### src/rtl/wfi_pkg.sv
package wfi_pkg;

    typedef enum logic [1:0] {
        SEL_CTRL  = 2'd0,
        SEL_MASK  = 2'd1,
        SEL_ISTAT = 2'd2,
        SEL_NONE  = 2'd3
    } reg_sel_e;

    typedef enum logic {
        FL_IDLE  = 1'b0,
        FL_ARMED = 1'b1
    } flush_state_e;

    localparam int IB_PKT_DONE = 7;
    localparam int IB_ALL_DONE = 6;
    localparam int IB_TX_OVF   = 5;
    localparam int IB_RX_UNF   = 4;
    localparam int IB_NACK     = 3;
    localparam int IB_ARB      = 2;
    localparam int IB_TX_REQ   = 1;
    localparam int IB_RX_REQ   = 0;

    localparam int Q_RX = 0;
    localparam int Q_TX = 1;

endpackage

### src/rtl/wfi_word_fifo.sv
module wfi_word_fifo #(
    parameter int DW    = 32,
    parameter int DEPTH = 8
) (
    input  logic                         clk,
    input  logic                         rst_n,
    input  logic                         flush,
    input  logic                         push,
    input  logic [DW-1:0]                wdata,
    input  logic                         pop,
    output logic [DW-1:0]                rdata,
    output logic [$clog2(DEPTH+1)-1:0]   count,
    output logic                         full,
    output logic                         empty
);
    localparam int AW = (DEPTH > 1) ? $clog2(DEPTH) : 1;
    localparam int CW = $clog2(DEPTH + 1);

    logic [DW-1:0] mem [DEPTH];
    logic [AW-1:0] wr_ptr, rd_ptr;
    logic [CW-1:0] cnt;
    logic          push_ok, pop_ok;

    function automatic logic [AW-1:0] ptr_inc(input logic [AW-1:0] p);
        return (p == AW'(DEPTH - 1)) ? '0 : p + 1'b1;
    endfunction

    assign full    = (cnt == CW'(DEPTH));
    assign empty   = (cnt == '0);
    assign push_ok = push && !full && !flush;
    assign pop_ok  = pop && !empty && !flush;
    assign count   = cnt;
    assign rdata   = empty ? '0 : mem[rd_ptr];

    always_ff @(posedge clk or negedge rst_n) begin
        if (!rst_n) begin
            wr_ptr <= '0;
            rd_ptr <= '0;
            cnt    <= '0;
        end else if (flush) begin
            wr_ptr <= '0;
            rd_ptr <= '0;
            cnt    <= '0;
        end else begin
            if (push_ok) wr_ptr <= ptr_inc(wr_ptr);
            if (pop_ok)  rd_ptr <= ptr_inc(rd_ptr);
            unique case ({push_ok, pop_ok})
                2'b10:   cnt <= cnt + 1'b1;
                2'b01:   cnt <= cnt - 1'b1;
                default: cnt <= cnt;
            endcase
        end
    end

    always_ff @(posedge clk) begin
        if (push_ok) mem[wr_ptr] <= wdata;
    end

endmodule

### src/rtl/wfi_flush_seq.sv
module wfi_flush_seq
    import wfi_pkg::*;
(
    input  logic clk,
    input  logic rst_n,
    input  logic req,
    output logic busy
);
    flush_state_e state, state_nx;

    always_comb begin
        state_nx = state;
        unique case (state)
            FL_IDLE:  state_nx = req ? FL_ARMED : FL_IDLE;
            FL_ARMED: state_nx = req ? FL_ARMED : FL_IDLE;
            default:  state_nx = FL_IDLE;
        endcase
    end

    always_ff @(posedge clk or negedge rst_n) begin
        if (!rst_n) state <= FL_IDLE;
        else        state <= state_nx;
    end

    always_comb begin
        unique case (state)
            FL_ARMED: busy = 1'b1;
            default:  busy = 1'b0;
        endcase
    end

endmodule

### src/rtl/wfi_irq_bank.sv
module wfi_irq_bank #(
    parameter int NSRC  = 8,
    parameter int NLIVE = 2
) (
    input  logic                    clk,
    input  logic                    rst_n,
    input  logic [NSRC-NLIVE-1:0]   evt_set,
    input  logic [NLIVE-1:0]        live,
    input  logic                    clr_we,
    input  logic [NSRC-NLIVE-1:0]   clr_bits,
    input  logic                    mask_we,
    input  logic [NSRC-1:0]         mask_d,
    output logic [NSRC-1:0]         stat,
    output logic [NSRC-1:0]         mask,
    output logic                    irq
);
    localparam int NSTK = NSRC - NLIVE;

    logic [NSTK-1:0] sticky;
    logic [NSRC-1:0] mask_r;

    always_ff @(posedge clk or negedge rst_n) begin
        if (!rst_n) begin
            sticky <= '0;
            mask_r <= '0;
        end else begin
            sticky <= (sticky & ~(clr_we ? clr_bits : '0)) | evt_set;
            if (mask_we) mask_r <= mask_d;
        end
    end

    assign stat = {sticky, live};
    assign mask = mask_r;
    assign irq  = |(stat & mask_r);

endmodule

### src/rtl/wfifo_irq_ctrl.sv
module wfifo_irq_ctrl
    import wfi_pkg::*;
#(
    parameter int DW     = 32,
    parameter int DEPTH  = 8,
    parameter int TRIG_W = 3
) (
    input  logic          clk,
    input  logic          rst_n,
    input  logic          reg_we,
    input  logic [1:0]    reg_sel,
    input  logic [7:0]    reg_wdata,
    input  logic          tx_push,
    input  logic [DW-1:0] tx_wdata,
    input  logic          tx_pop,
    output logic [DW-1:0] tx_rdata,
    input  logic          rx_push,
    input  logic [DW-1:0] rx_wdata,
    input  logic          rx_pop,
    output logic [DW-1:0] rx_rdata,
    input  logic          ev_pkt_done,
    input  logic          ev_all_done,
    input  logic          ev_nack,
    input  logic          ev_arb_lost,
    output logic [7:0]    ctrl_q,
    output logic [7:0]    fifo_stat_q,
    output logic [7:0]    int_mask_q,
    output logic [7:0]    int_stat_q,
    output logic          irq
);
    localparam int CW     = $clog2(DEPTH + 1);
    localparam int NQ     = 2;
    localparam int NSRC   = 8;
    localparam int NLIVE  = 2;
    localparam int RX_TLO = 2;
    localparam int TX_TLO = RX_TLO + TRIG_W;

    logic [TRIG_W-1:0] tx_trig, rx_trig;
    logic [NQ-1:0]     fl_req, fl_busy;
    logic              wr_ctrl, wr_mask, wr_istat;
    logic [CW-1:0]     tx_cnt, rx_cnt, tx_free;
    logic              tx_full, tx_empty, rx_full, rx_empty;
    logic              tx_ovf, rx_unf, tx_req, rx_req;
    logic [NSRC-NLIVE-1:0] evt_set;

    assign wr_ctrl  = reg_we && (reg_sel_e'(reg_sel) == SEL_CTRL);
    assign wr_mask  = reg_we && (reg_sel_e'(reg_sel) == SEL_MASK);
    assign wr_istat = reg_we && (reg_sel_e'(reg_sel) == SEL_ISTAT);

    always_ff @(posedge clk or negedge rst_n) begin
        if (!rst_n) begin
            tx_trig <= '0;
            rx_trig <= '0;
        end else if (wr_ctrl) begin
            tx_trig <= reg_wdata[TX_TLO +: TRIG_W];
            rx_trig <= reg_wdata[RX_TLO +: TRIG_W];
        end
    end

    for (genvar q = 0; q < NQ; q++) begin : g_flush
        assign fl_req[q] = wr_ctrl && reg_wdata[q];
        wfi_flush_seq u_seq (
            .clk   (clk),
            .rst_n (rst_n),
            .req   (fl_req[q]),
            .busy  (fl_busy[q])
        );
    end

    wfi_word_fifo #(.DW(DW), .DEPTH(DEPTH)) u_txq (
        .clk   (clk),
        .rst_n (rst_n),
        .flush (fl_busy[Q_TX]),
        .push  (tx_push),
        .wdata (tx_wdata),
        .pop   (tx_pop),
        .rdata (tx_rdata),
        .count (tx_cnt),
        .full  (tx_full),
        .empty (tx_empty)
    );

    wfi_word_fifo #(.DW(DW), .DEPTH(DEPTH)) u_rxq (
        .clk   (clk),
        .rst_n (rst_n),
        .flush (fl_busy[Q_RX]),
        .push  (rx_push),
        .wdata (rx_wdata),
        .pop   (rx_pop),
        .rdata (rx_rdata),
        .count (rx_cnt),
        .full  (rx_full),
        .empty (rx_empty)
    );

    assign tx_free = CW'(DEPTH) - tx_cnt;
    assign tx_ovf  = tx_push && tx_full && !fl_busy[Q_TX];
    assign rx_unf  = rx_pop && rx_empty && !fl_busy[Q_RX];
    assign tx_req  = tx_free > CW'(tx_trig);
    assign rx_req  = rx_cnt > CW'(rx_trig);

    assign evt_set = {ev_pkt_done, ev_all_done, tx_ovf, rx_unf, ev_nack, ev_arb_lost};

    wfi_irq_bank #(.NSRC(NSRC), .NLIVE(NLIVE)) u_irq (
        .clk      (clk),
        .rst_n    (rst_n),
        .evt_set  (evt_set),
        .live     ({tx_req, rx_req}),
        .clr_we   (wr_istat),
        .clr_bits (reg_wdata[NSRC-1:NLIVE]),
        .mask_we  (wr_mask),
        .mask_d   (reg_wdata),
        .stat     (int_stat_q),
        .mask     (int_mask_q),
        .irq      (irq)
    );

    assign ctrl_q      = {tx_trig, rx_trig, fl_busy[Q_TX], fl_busy[Q_RX]};
    assign fifo_stat_q = {4'(tx_free), 4'(rx_cnt)};

endmodule

### config.mk
export PLATFORM = sky130hd
export DESIGN_NAME = wfifo_irq_ctrl
export DESIGN_NICKNAME = d
export VERILOG_FILES = /design/src/rtl/wfi_pkg.sv /design/src/rtl/wfi_word_fifo.sv /design/src/rtl/wfi_flush_seq.sv /design/src/rtl/wfi_irq_bank.sv /design/src/rtl/wfifo_irq_ctrl.sv
export SDC_FILE = /design/constraint.sdc
export NUM_CORES = 1
export LEC_CHECK = 0
export BUFFER_PORTS_ARGS = -buffer_cell sky130_fd_sc_hd__buf_2
export CORE_MARGIN = 1.5
export CORE_UTILIZATION = 52
export CTS_CLUSTER_DIAMETER = 200
export CTS_CLUSTER_SIZE = 20
export DETAILED_ROUTE_END_ITERATION = 8
export PLACE_DENSITY = 0.79
export SETUP_SLACK_MARGIN = 0.05
export SLEW_MARGIN = 40
export SYNTH_ARGS = -nofsm -noshare
export SYNTH_HDL_FRONTEND = slang
export SYNTH_HIERARCHICAL = 1
export SYNTH_SLANG_ARGS = --single-unit
### constraint.sdc
create_clock -name clk -period 8.15 [get_ports clk]
set_input_delay 0.4075 -clock clk [delete_from_list [all_inputs] [get_ports clk]]
set_output_delay 0.4075 -clock clk [all_outputs]
set_load 0.02 [all_outputs]
==> impl_metrics.py <==
metrics = {
    "run_status": {
        "status": "finished, final reports clean",
    },
    "final_layout": {
        "nFillCells": 2950,
        "fin_nets": 1379,
        "final_cells": 1841,
        "drive_above_1_share_pct": 31.9,
        "final_cell_area_sq_um": 24600,
        "layout-area-overhead-vs-synth_pct": 11.6,
    },
    "route": {
        "drtIter0Drc": 870,
        "num_vias": 10700,
        "drt_drc_violations_left": 0,
        "ant_nets": 0,
        "routed_via_density": 5.81,
        "wl_mm": 41.7,
        "wire_per_inst_um": 22.6,
        "firstDrtPassIters": 7,
    },
    "timing": {
        "max_freq_mhz": 292,
        "hold_violations": 0,
        "period_share_pct": 42.0,
        "rsz0062_at_grt": "false",
        "worst_clock_skew_ns": 0.0206,
        "worst_pin_slew_ns": 0.702,
        "drv_slew": 0,
        "finalSetupTns_ns": 0,
        "setup_viol": 0,
        "max_slew_margin_pct": 53.2,
        "post-route-min-period_ns": 3.42,
        "holdWs_ns": 0.0509,
    },
    "power_and_ir_drop": {
        "clock_power_share_pct": 18.6,
        "p_total_mw": 8.32,
        "power.leakage_nw": 8.34,
        "pwr-share-seq_pct": 44.9,
        "ir_drop_uv": 264,
        "internal-power_mw": 5.50,
        "switchingPower_mw": 2.83,
        "power.density_nw_per_um2": 338,
        "switching_share_pct": 34.0,
        "power_frac_comb_pct": 36.5,
    },
    "logic_synthesis": {
        "syn_avg_cell_area_sq_um": 20.3,
        "synthCells": 1087,
        "synth_area_sq_um": 22000,
        "async_reset_ff_share_pct": 7.58,
        "ys.flop_type": "edfxtp_1",
        "synth.distinct_cells": 62,
        "synth_warnings": 6,
        "synth_seq_area_share_pct": 74.6,
        "syn-num-nets": 1191,
        "synth_edf_count": 512,
        "ys_ff_latch": 554,
    },
    "clocking": {
        "clk_latency_ns": 0.58,
        "cts.reportedPaths.clkPinSlew_ns": 0.08,
        "clock_path_buffers": 3,
        "clock-root-buffer": "clkbuf_16",
        "htreeDepth": 1,
        "cts_made_buffers": 31,
        "cts_tree": "done",
        "cts_resized": 0,
        "clock-sinks": 554,
        "post_cts_buffers": 0,
    },
    "worst_setup_path": {
        "cp.required_ns": 7.74,
        "end_kind": "output pin",
        "cp-start-kind": "flip-flop",
        "crit_path_max_fanout": 44,
        "criticalPathCategory": "flip-flop to output pin",
        "rr_worst_depth": 5,
        "critPathArrivalTime_ns": 3.01,
    },
    "global_route": {
        "grt_use_total_pct": 19.3,
        "grt_max_degree": 67,
        "grt_pass1_vias": 11100,
        "grt_pass1_wl_mm": 64.3,
        "antenna_found_initial": 5,
        "grt-ovfl-total": 0,
    },
    "hold_path": {
        "hp-class": "input port to flip-flop",
        "hold_depth": 2,
    },
    "die": {
        "ios": 182,
        "fp.dieH_um": 209,
        "rows": 75,
        "die_area_sq_um": 43600,
        "die_w_um": 209,
        "core_region_area_sq_um": 41900,
        "start_util_pct": 52.6,
    },
    "run": {
        "cap_violations": 0,
    },
    "place": {
        "hpwl_mm": 23.7,
        "dpl_cell_area_sq_um": 23600,
        "place.gp.congestion": 0.807,
        "portBuffers": 181,
        "placedCellCount": 1776,
    },
}
-- metal layers --
metal,GRT usage (%),up-vias,part of all wire (%)
li1,-,4769,-
met1,25.6,5590,40
met2,33.3,282,52
met3,3.89,50,6.0
met4,3.95,6,1.7
met5,0,-,0.12
-- sequential cells by signal (all words and copies together) (netlist names) --
signal	flops
u_rxq/rd_ptr	3
tx_trig	3
u_txq/rd_ptr	3
u_rxq/mem	256
g_flush.u_seq/state	2
u_irq/sticky	6
u_txq/wr_ptr	3
rx_trig	3
u_rxq/count	4
u_txq/mem	256
u_txq/count	4
u_irq/mask	8
u_rxq/wr_ptr	3
-- final cells by class --
type	count	area [sq um]	area share (%)
multi-input combinational	463	5370	21.9
clock buffer	56	870	3.54
tap	539	674	2.74
antenna	2	5.00	0.0204
sequential	554	16400	66.9
timing repair buffer	210	1150	4.69
clock inverter	2	17.5	0.0712
inverter	15	57.6	0.234
-- power groups by stage --
stage               combinational [mW]  sequential, mW  clock, mW
global route                      3.27            3.78       1.68
finish                            3.04            3.74       1.55
floorplan                         2.24            3.72          0
global placement                  3.01            3.78          0
detailed placement                3.07            3.81          0
CTS                               3.09            3.75       1.59
-- cell usage in the layout (no fill, tap or decap), types with 3 or more instances in the layout --
cell | synthesis | layout
or3_1 | 4 | 4
a21oi_1 | 17 | 17
mux2_4 | 9 | 9
nand3_1 | 5 | 5
xor2_1 | 4 | 4
o21ai_0 | 11 | 11
nor2b_1 | 3 | 3
edfxtp_1 | 512 | 512
a21o_1 | 7 | 7
mux4_2 | 128 | 128
xnor2_1 | 4 | 4
buf_2 | 19 | 180
buf_6 | 4 | 4
buf_4 | 6 | 21
nand4b_1 | 3 | 3
clkbuf_16 | 0 | 31
dfrtp_1 | 42 | 36
dlygate4sd3_1 | 0 | 5
nor3_1 | 9 | 4
and2_1 | 3 | 3
dfrtp_2 | 0 | 4
nor2_1 | 89 | 79
a211oi_1 | 3 | 3
ha_1 | 19 | 19
nand2_1 | 27 | 27
nor2_4 | 0 | 9
mux2i_1 | 68 | 68
clkbuf_1 | 19 | 25
nor3_2 | 1 | 6
nand3b_1 | 3 | 3
inv_1 | 14 | 14
a22oi_1 | 4 | 4
-- final timing paths --
check                                start                      to  slack, ns
setup / recovery           u_rxq/rd_ptr[0]            rx_rdata[18]       4.73
hold / removal                reg_wdata[0]  g_flush[0].u_seq/state       0.05
setup reg to reg            u_rxq/count[1]        u_rxq/mem[4][14]       5.28
hold reg to reg            u_irq/sticky[0]         u_irq/sticky[0]       0.51
max in group asynchronous            rst_n         u_rxq/rd_ptr[0]       7.36
min in group asynchronous            rst_n         u_irq/sticky[0]       0.35
-- what timing repair did --
item                                    CTS  global route
hold buffers                              5             0
endpoints found under the setup margin    0             0
endpoints found under the hold margin    46             0
-- cell usage after synthesis, types with 3 or more instances --
| cell type | instances | area share [%] |
|---|---|---|
| a211oi_1 | 3 | 0.10 |
| a21o_1 | 7 | 0.24 |
| a21oi_1 | 17 | 0.39 |
| a22oi_1 | 4 | 0.14 |
| and2_1 | 3 | 0.085 |
| buf_1 | 7 | 0.12 |
| buf_2 | 19 | 0.43 |
| buf_4 | 6 | 0.20 |
| buf_6 | 4 | 0.20 |
| clkbuf_1 | 19 | 0.32 |
| dfrtp_1 | 42 | 4.8 |
| edfxtp_1 | 512 | 70 |
| ha_1 | 19 | 1.1 |
| inv_1 | 14 | 0.24 |
| mux2_4 | 9 | 0.61 |
| mux2i_1 | 68 | 3.1 |
| mux4_2 | 128 | 13 |
| nand2_1 | 27 | 0.46 |
| nand3_1 | 5 | 0.11 |
| nand3b_1 | 3 | 0.10 |
| nand4b_1 | 3 | 0.12 |
| nor2_1 | 89 | 1.5 |
| nor2b_1 | 3 | 0.085 |
| nor3_1 | 9 | 0.20 |
| o21ai_0 | 11 | 0.25 |
| or3_1 | 4 | 0.11 |
| xnor2_1 | 4 | 0.16 |
| xor2_1 | 4 | 0.16 |
-- cells by family (layout without fill, tap and decap cells) --
family	Yosys count	after routing	share of synthesized area, %
AOI/OAI and AO/OA	60	60	1.91
xor gates and xnor gates	8	8	0.318
adders and majority gates	19	19	1.08
buffers and inverters	70	283	1.54
DFF	554	554	74.6
muxes	207	207	16.9
other	0	2	0
and+or+nand+nor	169	169	3.70
-- metrics by stage --
stage	util, %	setup WS [ns]
2_1_floorplan	-	3.27
3_3_place_gp	56.5	5.06
3_5_place_dp	56.5	5.25
4_1_cts	58.7	4.64
5_1_grt	58.7	4.52
6_report	58.8	4.73
-- worst max-delay path, stage by stage, from the launching register on --
cell,delay (ns)
dfrtp_4,0.73
buf_6,0.56
mux4_2,0.58
mux2i_1,0.26
nor2_1,0.07
buf_2,0.18
Note: power is estimated with default switching activity, not from simulation.
